## config.mk

```make
export PLATFORM = sky130hd
export DESIGN_NAME = uart_fifo_status
export DESIGN_NICKNAME = d
export VERILOG_FILES = /design/src/rtl/uart_fifo_pkg.sv /design/src/rtl/uart_byte_fifo.sv /design/src/rtl/uart_dma_ready.sv /design/src/rtl/uart_fifo_status.sv
export SDC_FILE = /design/constraint.sdc
export NUM_CORES = 1
export LEC_CHECK = 0
export ABC_AREA = 0
export BUFFER_PORTS_ARGS = -buffer_cell sky130_fd_sc_hd__buf_2
export CORE_AREA = 2 2 331 202
export CTS_CLUSTER_SIZE = 40
export DETAILED_ROUTE_END_ITERATION = 10
export DIE_AREA = 0 0 333 204
export PLACE_DENSITY_LB_ADDON = 0.2
export SYNTH_ARGS = -nofsm -noshare
export SYNTH_HDL_FRONTEND = slang
export SYNTH_HIERARCHICAL = 1
export SYNTH_SLANG_ARGS = --single-unit
```

## constraint.sdc

```tcl
create_clock -name clk_i -period 4.95 [get_ports clk_i]
set_clock_uncertainty 0.05 [all_clocks]
set_input_delay 0 -clock clk_i [delete_from_list [all_inputs] [get_ports clk_i]]
set_output_delay 0 -clock clk_i [all_outputs]
set_load 0.05 [all_outputs]
```

## src/rtl/uart_fifo_pkg.sv

```systemverilog
package uart_fifo_pkg;

  typedef enum logic [1:0] {
    TRIG_ONE  = 2'd0,
    TRIG_QTR  = 2'd1,
    TRIG_HALF = 2'd2,
    TRIG_HIGH = 2'd3
  } rx_trig_e;

  // trigger levels scale with depth: 1, 1/4, 1/2, 7/8
  function automatic int unsigned trig_bytes(input rx_trig_e code, input int unsigned depth);
    unique case (code)
      TRIG_ONE:  return 1;
      TRIG_QTR:  return depth / 4;
      TRIG_HALF: return depth / 2;
      default:   return depth - depth / 8;
    endcase
  endfunction

endpackage

```

## src/rtl/uart_byte_fifo.sv

```systemverilog
module uart_byte_fifo #(
  parameter  int DW    = 8,
  parameter  int DEPTH = 32,
  localparam int AW    = $clog2(DEPTH),
  localparam int CW    = $clog2(DEPTH + 1)
) (
  input  logic          clk_i,
  input  logic          rst_ni,
  input  logic          single_i,
  input  logic          clear_i,
  input  logic          push_i,
  input  logic [DW-1:0] data_i,
  input  logic          pop_i,
  output logic [DW-1:0] data_o,
  output logic [CW-1:0] count_o,
  output logic          full_o,
  output logic          push_ok_o,
  output logic          pop_ok_o,
  output logic          drop_o
);

  logic [DW-1:0] mem_q [DEPTH];
  logic [AW-1:0] wr_ptr_q, rd_ptr_q;
  logic [CW-1:0] count_q, cap;

  assign cap       = single_i ? CW'(1) : CW'(DEPTH);
  assign full_o    = count_q >= cap;
  assign push_ok_o = push_i & ~full_o & ~clear_i;
  assign pop_ok_o  = pop_i & (count_q != '0) & ~clear_i;
  assign drop_o    = push_i & full_o & ~clear_i;
  assign data_o    = mem_q[rd_ptr_q];
  assign count_o   = count_q;

  function automatic logic [AW-1:0] ptr_inc(input logic [AW-1:0] p);
    return (p == AW'(DEPTH - 1)) ? '0 : p + AW'(1);
  endfunction

  always_ff @(posedge clk_i) begin
    if (push_ok_o) mem_q[wr_ptr_q] <= data_i;
  end

  always_ff @(posedge clk_i or negedge rst_ni) begin
    if (!rst_ni) begin
      wr_ptr_q <= '0;
      rd_ptr_q <= '0;
      count_q  <= '0;
    end else if (clear_i) begin
      wr_ptr_q <= '0;
      rd_ptr_q <= '0;
      count_q  <= '0;
    end else begin
      if (push_ok_o) wr_ptr_q <= ptr_inc(wr_ptr_q);
      if (pop_ok_o)  rd_ptr_q <= ptr_inc(rd_ptr_q);
      unique case ({push_ok_o, pop_ok_o})
        2'b10:   count_q <= count_q + CW'(1);
        2'b01:   count_q <= count_q - CW'(1);
        default: count_q <= count_q;
      endcase
    end
  end

  p_full_hold_r3: assert property (@(posedge clk_i) disable iff (!rst_ni)
    (push_i && full_o && !pop_i && !clear_i) |=> (count_o == $past(count_o)));

  p_clear_empty_r10: assert property (@(posedge clk_i) disable iff (!rst_ni)
    clear_i |=> (count_o == '0));

  p_single_cap_r11: assert property (@(posedge clk_i) disable iff (!rst_ni)
    (single_i && count_o <= CW'(1)) |=> (count_o <= CW'(1)));

endmodule

```

## src/rtl/uart_dma_ready.sv

```systemverilog
module uart_dma_ready #(
  parameter  int DEPTH = 32,
  localparam int CW    = $clog2(DEPTH + 1)
) (
  input  logic          clk_i,
  input  logic          rst_ni,
  input  logic          fifo_en_i,
  input  logic          dma_mode_i,
  input  logic [1:0]    rx_trig_i,
  input  logic [3:0]    int_en_i,
  input  logic [CW-1:0] tx_count_i,
  input  logic [CW-1:0] rx_count_i,
  output logic          tx_irq_o,
  output logic          rx_irq_o,
  output logic          txrdy_no,
  output logic          rxrdy_no
);
  import uart_fifo_pkg::*;

  logic          block_mode, polled;
  logic [CW-1:0] trig;
  logic          rx_at_trig, tx_below_trig, tx_none, rx_some, tx_full;

  assign block_mode    = fifo_en_i & dma_mode_i;
  assign polled        = fifo_en_i & (int_en_i == 4'b0000);
  assign trig          = CW'(trig_bytes(rx_trig_e'(rx_trig_i), DEPTH));
  assign rx_at_trig    = rx_count_i >= trig;
  assign tx_below_trig = tx_count_i < trig;
  assign tx_none       = tx_count_i == '0;
  assign rx_some       = rx_count_i != '0;
  assign tx_full       = tx_count_i >= CW'(DEPTH);

  always_comb begin
    if (block_mode) begin
      rxrdy_no = ~rx_at_trig;
      txrdy_no = tx_full;
      rx_irq_o = int_en_i[0] & ~polled & rx_at_trig;
      tx_irq_o = int_en_i[1] & ~polled & tx_below_trig;
    end else begin
      rxrdy_no = ~rx_some;
      txrdy_no = ~tx_none;
      rx_irq_o = int_en_i[0] & ~polled & rx_some;
      tx_irq_o = int_en_i[1] & ~polled & tx_none;
    end
  end

  p_blk_full_rx_r7: assert property (@(posedge clk_i) disable iff (!rst_ni)
    (block_mode && rx_count_i == CW'(DEPTH)) |-> !rxrdy_no);

  p_polled_quiet_r9: assert property (@(posedge clk_i) disable iff (!rst_ni)
    (fifo_en_i && int_en_i == 4'b0000) |-> (!tx_irq_o && !rx_irq_o));

endmodule

```

## src/rtl/uart_fifo_status.sv

```systemverilog
module uart_fifo_status #(
  parameter  int DEPTH = 32,
  parameter  int DW    = 8,
  parameter  int EW    = 3,
  localparam int CW    = $clog2(DEPTH + 1)
) (
  input  logic          clk_i,
  input  logic          rst_ni,
  input  logic          fifo_en_i,
  input  logic          dma_mode_i,
  input  logic [1:0]    rx_trig_i,
  input  logic [3:0]    int_en_i,
  input  logic          status_rd_i,
  input  logic          tx_clear_i,
  input  logic          rx_clear_i,
  input  logic          tx_push_i,
  input  logic [DW-1:0] tx_data_i,
  input  logic          tx_pop_i,
  input  logic          tx_busy_i,
  output logic [DW-1:0] tx_data_o,
  input  logic          rx_push_i,
  input  logic [DW-1:0] rx_data_i,
  input  logic [EW-1:0] rx_err_i,
  input  logic          rx_pop_i,
  output logic [DW-1:0] rx_data_o,
  output logic [EW-1:0] rx_err_o,
  output logic [CW-1:0] tx_count_o,
  output logic [CW-1:0] rx_count_o,
  output logic          data_ready_o,
  output logic          thr_empty_o,
  output logic          tx_empty_o,
  output logic          overrun_o,
  output logic          fifo_err_o,
  output logic          tx_irq_o,
  output logic          rx_irq_o,
  output logic          txrdy_no,
  output logic          rxrdy_no
);

  logic             single;
  logic             tx_full, tx_push_ok, tx_pop_ok, tx_drop;
  logic             rx_full, rx_push_ok, rx_pop_ok, rx_drop;
  logic [DW+EW-1:0] rx_head;
  logic             ovr_q;
  logic [CW-1:0]    err_cnt_q;
  logic             err_in, err_out;

  assign single = ~fifo_en_i;

  uart_byte_fifo #(.DW(DW), .DEPTH(DEPTH)) u_tx_fifo (
    .clk_i, .rst_ni,
    .single_i (single),
    .clear_i  (tx_clear_i),
    .push_i   (tx_push_i),
    .data_i   (tx_data_i),
    .pop_i    (tx_pop_i),
    .data_o   (tx_data_o),
    .count_o  (tx_count_o),
    .full_o   (tx_full),
    .push_ok_o(tx_push_ok),
    .pop_ok_o (tx_pop_ok),
    .drop_o   (tx_drop)
  );

  uart_byte_fifo #(.DW(DW + EW), .DEPTH(DEPTH)) u_rx_fifo (
    .clk_i, .rst_ni,
    .single_i (single),
    .clear_i  (rx_clear_i),
    .push_i   (rx_push_i),
    .data_i   ({rx_err_i, rx_data_i}),
    .pop_i    (rx_pop_i),
    .data_o   (rx_head),
    .count_o  (rx_count_o),
    .full_o   (rx_full),
    .push_ok_o(rx_push_ok),
    .pop_ok_o (rx_pop_ok),
    .drop_o   (rx_drop)
  );

  uart_dma_ready #(.DEPTH(DEPTH)) u_dma (
    .clk_i, .rst_ni,
    .fifo_en_i, .dma_mode_i, .rx_trig_i, .int_en_i,
    .tx_count_i(tx_count_o),
    .rx_count_i(rx_count_o),
    .tx_irq_o, .rx_irq_o, .txrdy_no, .rxrdy_no
  );

  assign rx_data_o = rx_head[DW-1:0];
  assign rx_err_o  = rx_head[DW+EW-1:DW];

  // count of tagged bytes in the rx queue replaces a scan of all tags
  assign err_in  = rx_push_ok & (|rx_err_i);
  assign err_out = rx_pop_ok & (|rx_err_o);

  always_ff @(posedge clk_i or negedge rst_ni) begin
    if (!rst_ni) begin
      err_cnt_q <= '0;
      ovr_q     <= 1'b0;
    end else begin
      if (rx_clear_i) err_cnt_q <= '0;
      else unique case ({err_in, err_out})
        2'b10:   err_cnt_q <= err_cnt_q + CW'(1);
        2'b01:   err_cnt_q <= err_cnt_q - CW'(1);
        default: err_cnt_q <= err_cnt_q;
      endcase
      if (rx_drop)          ovr_q <= 1'b1;
      else if (status_rd_i) ovr_q <= 1'b0;
    end
  end

  assign data_ready_o = rx_count_o != '0;
  assign thr_empty_o  = tx_count_o == '0;
  assign tx_empty_o   = thr_empty_o & ~tx_busy_i;
  assign overrun_o    = ovr_q;
  assign fifo_err_o   = err_cnt_q != '0;

  p_overrun_set_r3: assert property (@(posedge clk_i) disable iff (!rst_ni)
    (rx_push_i && rx_full && !rx_clear_i) |=> overrun_o);

  p_err_empty_r4: assert property (@(posedge clk_i) disable iff (!rst_ni)
    (rx_count_o == '0) |-> !fifo_err_o);

  p_tx_drop_r3: assert property (@(posedge clk_i) disable iff (!rst_ni)
    (tx_drop && !tx_pop_ok) |=> $stable(tx_count_o));

  p_err_le_count_r4: assert property (@(posedge clk_i) disable iff (!rst_ni)
    err_cnt_q <= rx_count_o);

endmodule

```

==> results of run 1 <==
[worst max-delay path by stage]
stage               slack [ns]                         startpoint                       end  cells past startpoint
detailed placement        0.38  u_rx_fifo/rd_ptr_q[0]$_DFFE_PN0P_  err_cnt_q[4]$_DFFE_PN0P_                     12
floorplan                 0.41  u_rx_fifo/rd_ptr_q[0]$_DFFE_PN0P_  err_cnt_q[4]$_DFFE_PN0P_                     15
global placement          0.39  u_rx_fifo/rd_ptr_q[0]$_DFFE_PN0P_  err_cnt_q[4]$_DFFE_PN0P_                     12
CTS                       0.22  u_rx_fifo/rd_ptr_q[0]$_DFFE_PN0P_              rx_data_o[2]                      6
global route              0.03  u_rx_fifo/rd_ptr_q[0]$_DFFE_PN0P_              rx_data_o[1]                      6
finish                    0.37  u_rx_fifo/rd_ptr_q[0]$_DFFE_PN0P_              rx_data_o[3]                      6
[layout by cell type, fill, tap and decap left out, types with 6 or more instances in the layout]
cell           count
edfxtp_1         608
mux4_2           190
nor2_1            99
buf_2             74
clkbuf_16         59
ha_1              36
dfrtp_1           34
buf_4             29
dlygate4sd3_1     28
a21oi_1           25
mux2_2            20
clkbuf_1          19
nand2_1           17
inv_1             16
mux2i_1           15
o21ai_0           15
nor2_2            11
clkinv_2          10
xnor2_1            9
nand3_1            9
clkinv_1           9
nor3_1             8
nand3b_1           7
a211oi_1           6
nor2b_1            6
[layout make-up]
cell class / instances / area, um^2 / area share [%]
well taps: 862 / 1079 / 3.605
clock inverters: 25 / 210.2 / 0.7026
repair buffers: 133 / 908.4 / 3.036
flip-flops and latches: 647 / 19250 / 64.34
inverters: 16 / 60.06 / 0.2008
clock buffers: 80 / 1575 / 5.266
multi-input cells: 557 / 6837 / 22.85
[power by group through the flow]
stage | clock (mW) | combinational [mW] | sequential (mW)
finish | 4.27 | 3.49 | 6.44
global route | 4.60 | 3.72 | 6.49
CTS | 4.38 | 3.53 | 6.46
detailed placement | 0 | 3.49 | 6.57
global placement | 0 | 3.46 | 6.57
floorplan | 0 | 2.65 | 6.45
[state kept, by name, indices dropped and copies added (netlist names)]
name                flops
u_tx_fifo/rd_ptr_q      5
u_tx_fifo/wr_ptr_q      5
u_tx_fifo/mem_q       256
u_tx_fifo/count_o       6
overrun_o               1
u_rx_fifo/count_o       6
err_cnt_q               6
u_rx_fifo/wr_ptr_q      5
u_rx_fifo/rd_ptr_q      5
u_rx_fifo/mem_q       352
[metrics by stage]
stage	std cells	worst slack (ns)	area [um^2]
after floorplan	1285	0.4142	26410
after global placement	2187	0.3870	27850
after detailed placement	2187	0.3797	27850
after CTS	2320	0.2193	29920
after global routing	2320	0.02938	29920
final	2320	0.3678	29920
[what timing repair did]
item / CTS / global route
endpoints found under the hold margin: 686 / 0
endpoints found under the setup margin: 0 / 0
hold buffers: 28 / 0
[routing by layer]
layer  global-route usage (%)  routed length, um  vias up
li1                         -                  -     5557
met1                    30.42              30440     7102
met2                    23.45              24450      389
met3                    3.691               4575       62
met4                    3.507                746        0
met5                        0                  0        -
==> results.json, run 1 <==
{
  "crit_slowest_cell": "dfrtp_4",
  "crit_type": "reg -> out",
  "p_total_mw": 14.20,
  "reg2reg_to": "err_cnt_q[4]$_DFFE_PN0P_",
  "violations": "hold timing",
  "io_pins": 77,
  "setup_viol": 0,
  "swShare_pct": 30.22,
  "cp_cell_sequence": "buf_4 > buf_4 > mux4_2 > mux4_2 > mux2_2 > buf_2",
  "numCtsBuffers": 59,
  "fin_crit_ns": 4.582,
  "p_leak_nw": 9.518,
  "viasPerCell": 5.651,
  "antenna_found_initial": 2,
  "r2r-start": "u_rx_fifo/rd_ptr_q[0]$_DFFE_PN0P_",
  "postCtsSetupBuffers": 0,
  "fp-row-count": 73,
  "routed-via-count": 13110,
  "pwr-share-seq_pct": 45.4,
  "p_int_mw": 9.909,
  "critPathRequiredTime_ns": 4.90,
  "die_area_um2": 67930,
  "max_freq_ghz": 0.2182,
  "fin_setup_tns_ns": 0,
  "slowest_delay_ns": 0.99,
  "status": "complete, but fails checks",
  "grt_max_degree": 69,
  "ir_worst_vdd_mv": 0.4508,
  "r2r_slack_ns": 0.37,
  "startpoint_type": "register",
  "die_y_um": 204,
  "slew_viol_final": 0,
  "grt_use_total_pct": 17.97,
  "tightest_slew_ns": 1.053,
  "overflow": 0,
  "cts.clk_slew.worst_paths_ns": 0.06,
  "cts.htree.levels": 2,
  "grt_pass1_wl_um": 88380,
  "initialDrtViolationCount": 1347,
  "cts.sinks": 647,
  "n_fill_cell": 5508,
  "cap_violations": 0,
  "crit_fanout": 44,
  "rsz0062_at_grt": "no",
  "root_buffer": "clkbuf_16",
  "powerDensity_nw_per_um2": 474.6,
  "cts_tree": "done",
  "clkLatencyLatePin_ns": 0.64,
  "grt_pass1_vias": 12940,
  "drc": 0,
  "crit_buf_inv": 3,
  "syn-num-nets": 1360,
  "pwr-share-comb_pct": 24.6,
  "io_buffer_count": 74,
  "p_clk_share_pct": 30.1,
  "gp_congestion": 0.7820,
  "fin_util_pct": 45.87,
  "worstPathArrival_ns": 4.53,
  "drive_gt1_share_pct": 29.29,
  "wl_per_cell_um": 25.95,
  "nNetsFinal": 1489,
  "cts_max_path_buffers": 3,
  "first_pass_iters": 5,
  "cts-resized-gates": 0,
  "yosys_warnings": 6,
  "p_switching_mw": 4.291,
  "fin_crit_sh_pct": 92.57,
  "start_util_pct": 40.50,
  "endpoint_kind": "primary output",
  "synth_cells": 1285,
  "path_delay_family": "multiplexers",
  "syn_area_um2": 26410,
  "ant_nets": 0,
  "hold_ws_ns": -0.01106,
  "min-delay-path-class": "in -> async",
  "routed_wirelength_um": 60220,
  "area_growth_pct": 13.27,
  "finalHoldViolations": 7,
  "core_area_um2": 65220,
  "die_x_um": 333,
  "syn_avg_cell_area_um2": 20.55,
  "relSlewSlack_pct": 29.72,
  "rr_worst_depth": 12,
  "diodes": 0,
  "dp_hpwl_um": 37690
}
Note: power is estimated with default switching activity, not from simulation.
==> run 2: changes to the inputs <==
GPL_TIMING_DRIVEN = 0   (was not set)
clock period = 4 ns   (was 4.95 ns; I/O delays follow)
==> results.json, run 2 (same netlist as run 1, synthesis figures left out) <==
{
  "status": "complete, but fails checks",
  "violations": "setup timing",
  "io_pins": 77,
  "cp-startpoint": "u_rx_fifo/rd_ptr_q[0]$_DFFE_PN0P_",
  "grt_use_total_pct": 19.09,
  "die_area_um2": 67930,
  "core_area_um2": 65220,
  "r2r-start": "u_rx_fifo/rd_ptr_q[0]$_DFFE_PN0P_",
  "dpl-instance-area_um2": 28030,
  "clkLatencyLatePin_ns": 0.63,
  "grt_pass1_wl_um": 93010,
  "min-delay-path-class": "in -> async",
  "cts_max_path_buffers": 3,
  "finalHoldViolations": 0,
  "viasPerCell": 5.669,
  "cts.htree.levels": 2,
  "stdcell_count": 2395,
  "p_clk_share_pct": 30.5,
  "initialDrtViolationCount": 1532,
  "gp_congestion": 0.7819,
  "worstPathArrival_ns": 4.73,
  "numCtsBuffers": 60,
  "die_y_um": 204,
  "area_growth_pct": 16.45,
  "ir_worst_vdd_mv": 0.5135,
  "p_int_mw": 13.12,
  "relSlewSlack_pct": 33.70,
  "critPathRequiredTime_ns": 4.49,
  "swShare_pct": 30.36,
  "antenna_found_initial": 6,
  "dp_hpwl_um": 42330,
  "final_common_cell": "edfxtp_1",
  "grt_pass1_vias": 13220,
  "wl_per_cell_um": 26.91,
  "overflow": 0,
  "fp-row-count": 73,
  "cts_tree": "done",
  "die_x_um": 333,
  "fin_util_pct": 47.16,
  "powerDensity_nw_per_um2": 612.7,
  "crit_fanout": 5,
  "root_buffer": "clkbuf_16",
  "fin_setup_tns_ns": -0.3773,
  "cts.clk_slew.worst_paths_ns": 0.06,
  "place_inst": 2221,
  "nNetsFinal": 1555,
  "cap_violations": 0,
  "top_register": "u_rx_fifo/mem_q",
  "layout_setup_ws_ns": -0.2394,
  "rsz0062_at_grt": "yes",
  "cts.sinks": 647,
  "startpoint_type": "register",
  "p_switching_mw": 5.721,
  "endpoint_kind": "register",
  "final_cell_mix": "edfxtp_1 (608), mux4_2 (190), buf_2 (81)",
  "max_freq_ghz": 0.2359,
  "tightest_slew_ns": 0.9909,
  "reg_top3": "u_rx_fifo/mem_q (352), u_tx_fifo/mem_q (256)",
  "largest_reg_flops": 352,
  "fin_crit_ns": 4.239,
  "routed_wirelength_um": 64440,
  "drc": 0,
  "routed-via-count": 13580,
  "grt_max_degree": 40,
  "final_cell_area_um2": 30760,
  "crit_type": "reg -> reg",
  "ant_nets": 0,
  "fin_crit_sh_pct": 106.0,
  "start_util_pct": 40.50,
  "pwr-share-comb_pct": 28.4,
  "slew_viol_final": 0,
  "drive_gt1_share_pct": 32.59,
  "io_buffer_count": 74,
  "p_leak_nw": 9.876,
  "pwr-share-seq_pct": 41.1,
  "setup_viol": 2,
  "first_pass_iters": 5
}
[run 2: repair_timing]
| action | CTS | global route |
|---|---|---|
| endpoints found under the setup margin | 23 | 347 |
| setup buffers | 20 | 11 |
| hold buffers | 29 | 0 |
| pin swaps | 8 | 10 |
| endpoints found under the hold margin | 680 | 0 |
| resized for setup | 26 | 40 |
| gates cloned | 1 | 0 |
[run 2: layout make-up]
cell class                      instances  area, um^2
Multi-Input combinational cell        557        6953
Buffer                                 64       526.8
Clock inverter                         40       360.3
Clock buffer                           73        1623
Fill cell                            5509       34460
Antenna cell                            2       5.005
Timing Repair Buffer                  134       914.6
Inverter                               16       60.06
Tap cell                              862        1079
Sequential cell                       647       19240
[run 2: path summary, 6_finish.rpt]
path	end	depth (start not counted)	slack (ns)
setup / recovery	err_cnt_q[4]$_DFFE_PN0P_	14	-0.24
hold / removal	u_rx_fifo/count_o[3]$_DFFE_PN0P_	2	0.05
setup reg to reg	err_cnt_q[4]$_DFFE_PN0P_	14	-0.24
hold reg to reg	u_tx_fifo/rd_ptr_q[3]$_DFFE_PN0P_	2	0.48
max in group asynchronous	u_rx_fifo/rd_ptr_q[0]$_DFFE_PN0P_	2	3.16
min in group clk_i	u_rx_fifo/wr_ptr_q[2]$_DFFE_PN0P_	5	0.05
[run 2: layer usage]
layer  share of wire (%)  vias to the layer above  track usage, %
li1                    -                     5717               -
met1                  49                     7296           31.42
met2                  40                      507           24.47
met3                  10                       57           5.863
met4                 1.3                        0           3.636
met5                   0                        -               0
[run 2: worst max-delay path, cell delays in order (launching register included)]
cell and delay [ns]:
dfrtp_2 0.44, clkbuf_16 0.22, buf_16 0.15, mux4_2 0.55, mux4_2 0.49, mux2_4 0.30
or3_4 0.42, and3_4 0.21, xor2_1 0.14, ha_2 0.21, o21a_1 0.12, a31o_2 0.15
o211ai_1 0.12, or4b_1 0.50, nand4_1 0.08
[run 2: power groups by stage]
stage	Combinational, mW	Clock (mW)	Sequential (mW)
floorplan	3.44	0	7.99
global placement	4.99	0	7.87
detailed placement	5.03	0	7.88
CTS	5.27	5.89	7.75
global route	5.69	6.16	7.77
finish	5.35	5.74	7.75
[run 2: metrics by stage]
step | power [mW] | hold WS [ns] | setup WS [ns]
after CTS | 18.91 | 0.006404 | -0.2442
after global placement | 12.86 | 0.1667 | -0.8597
after global routing | 19.62 | 0.07057 | -0.3662
final | 18.84 | 0.04855 | -0.2394
after detailed placement | 12.91 | 0.1773 | -0.8640
after floorplan | 11.43 | -0.3456 | -0.07239
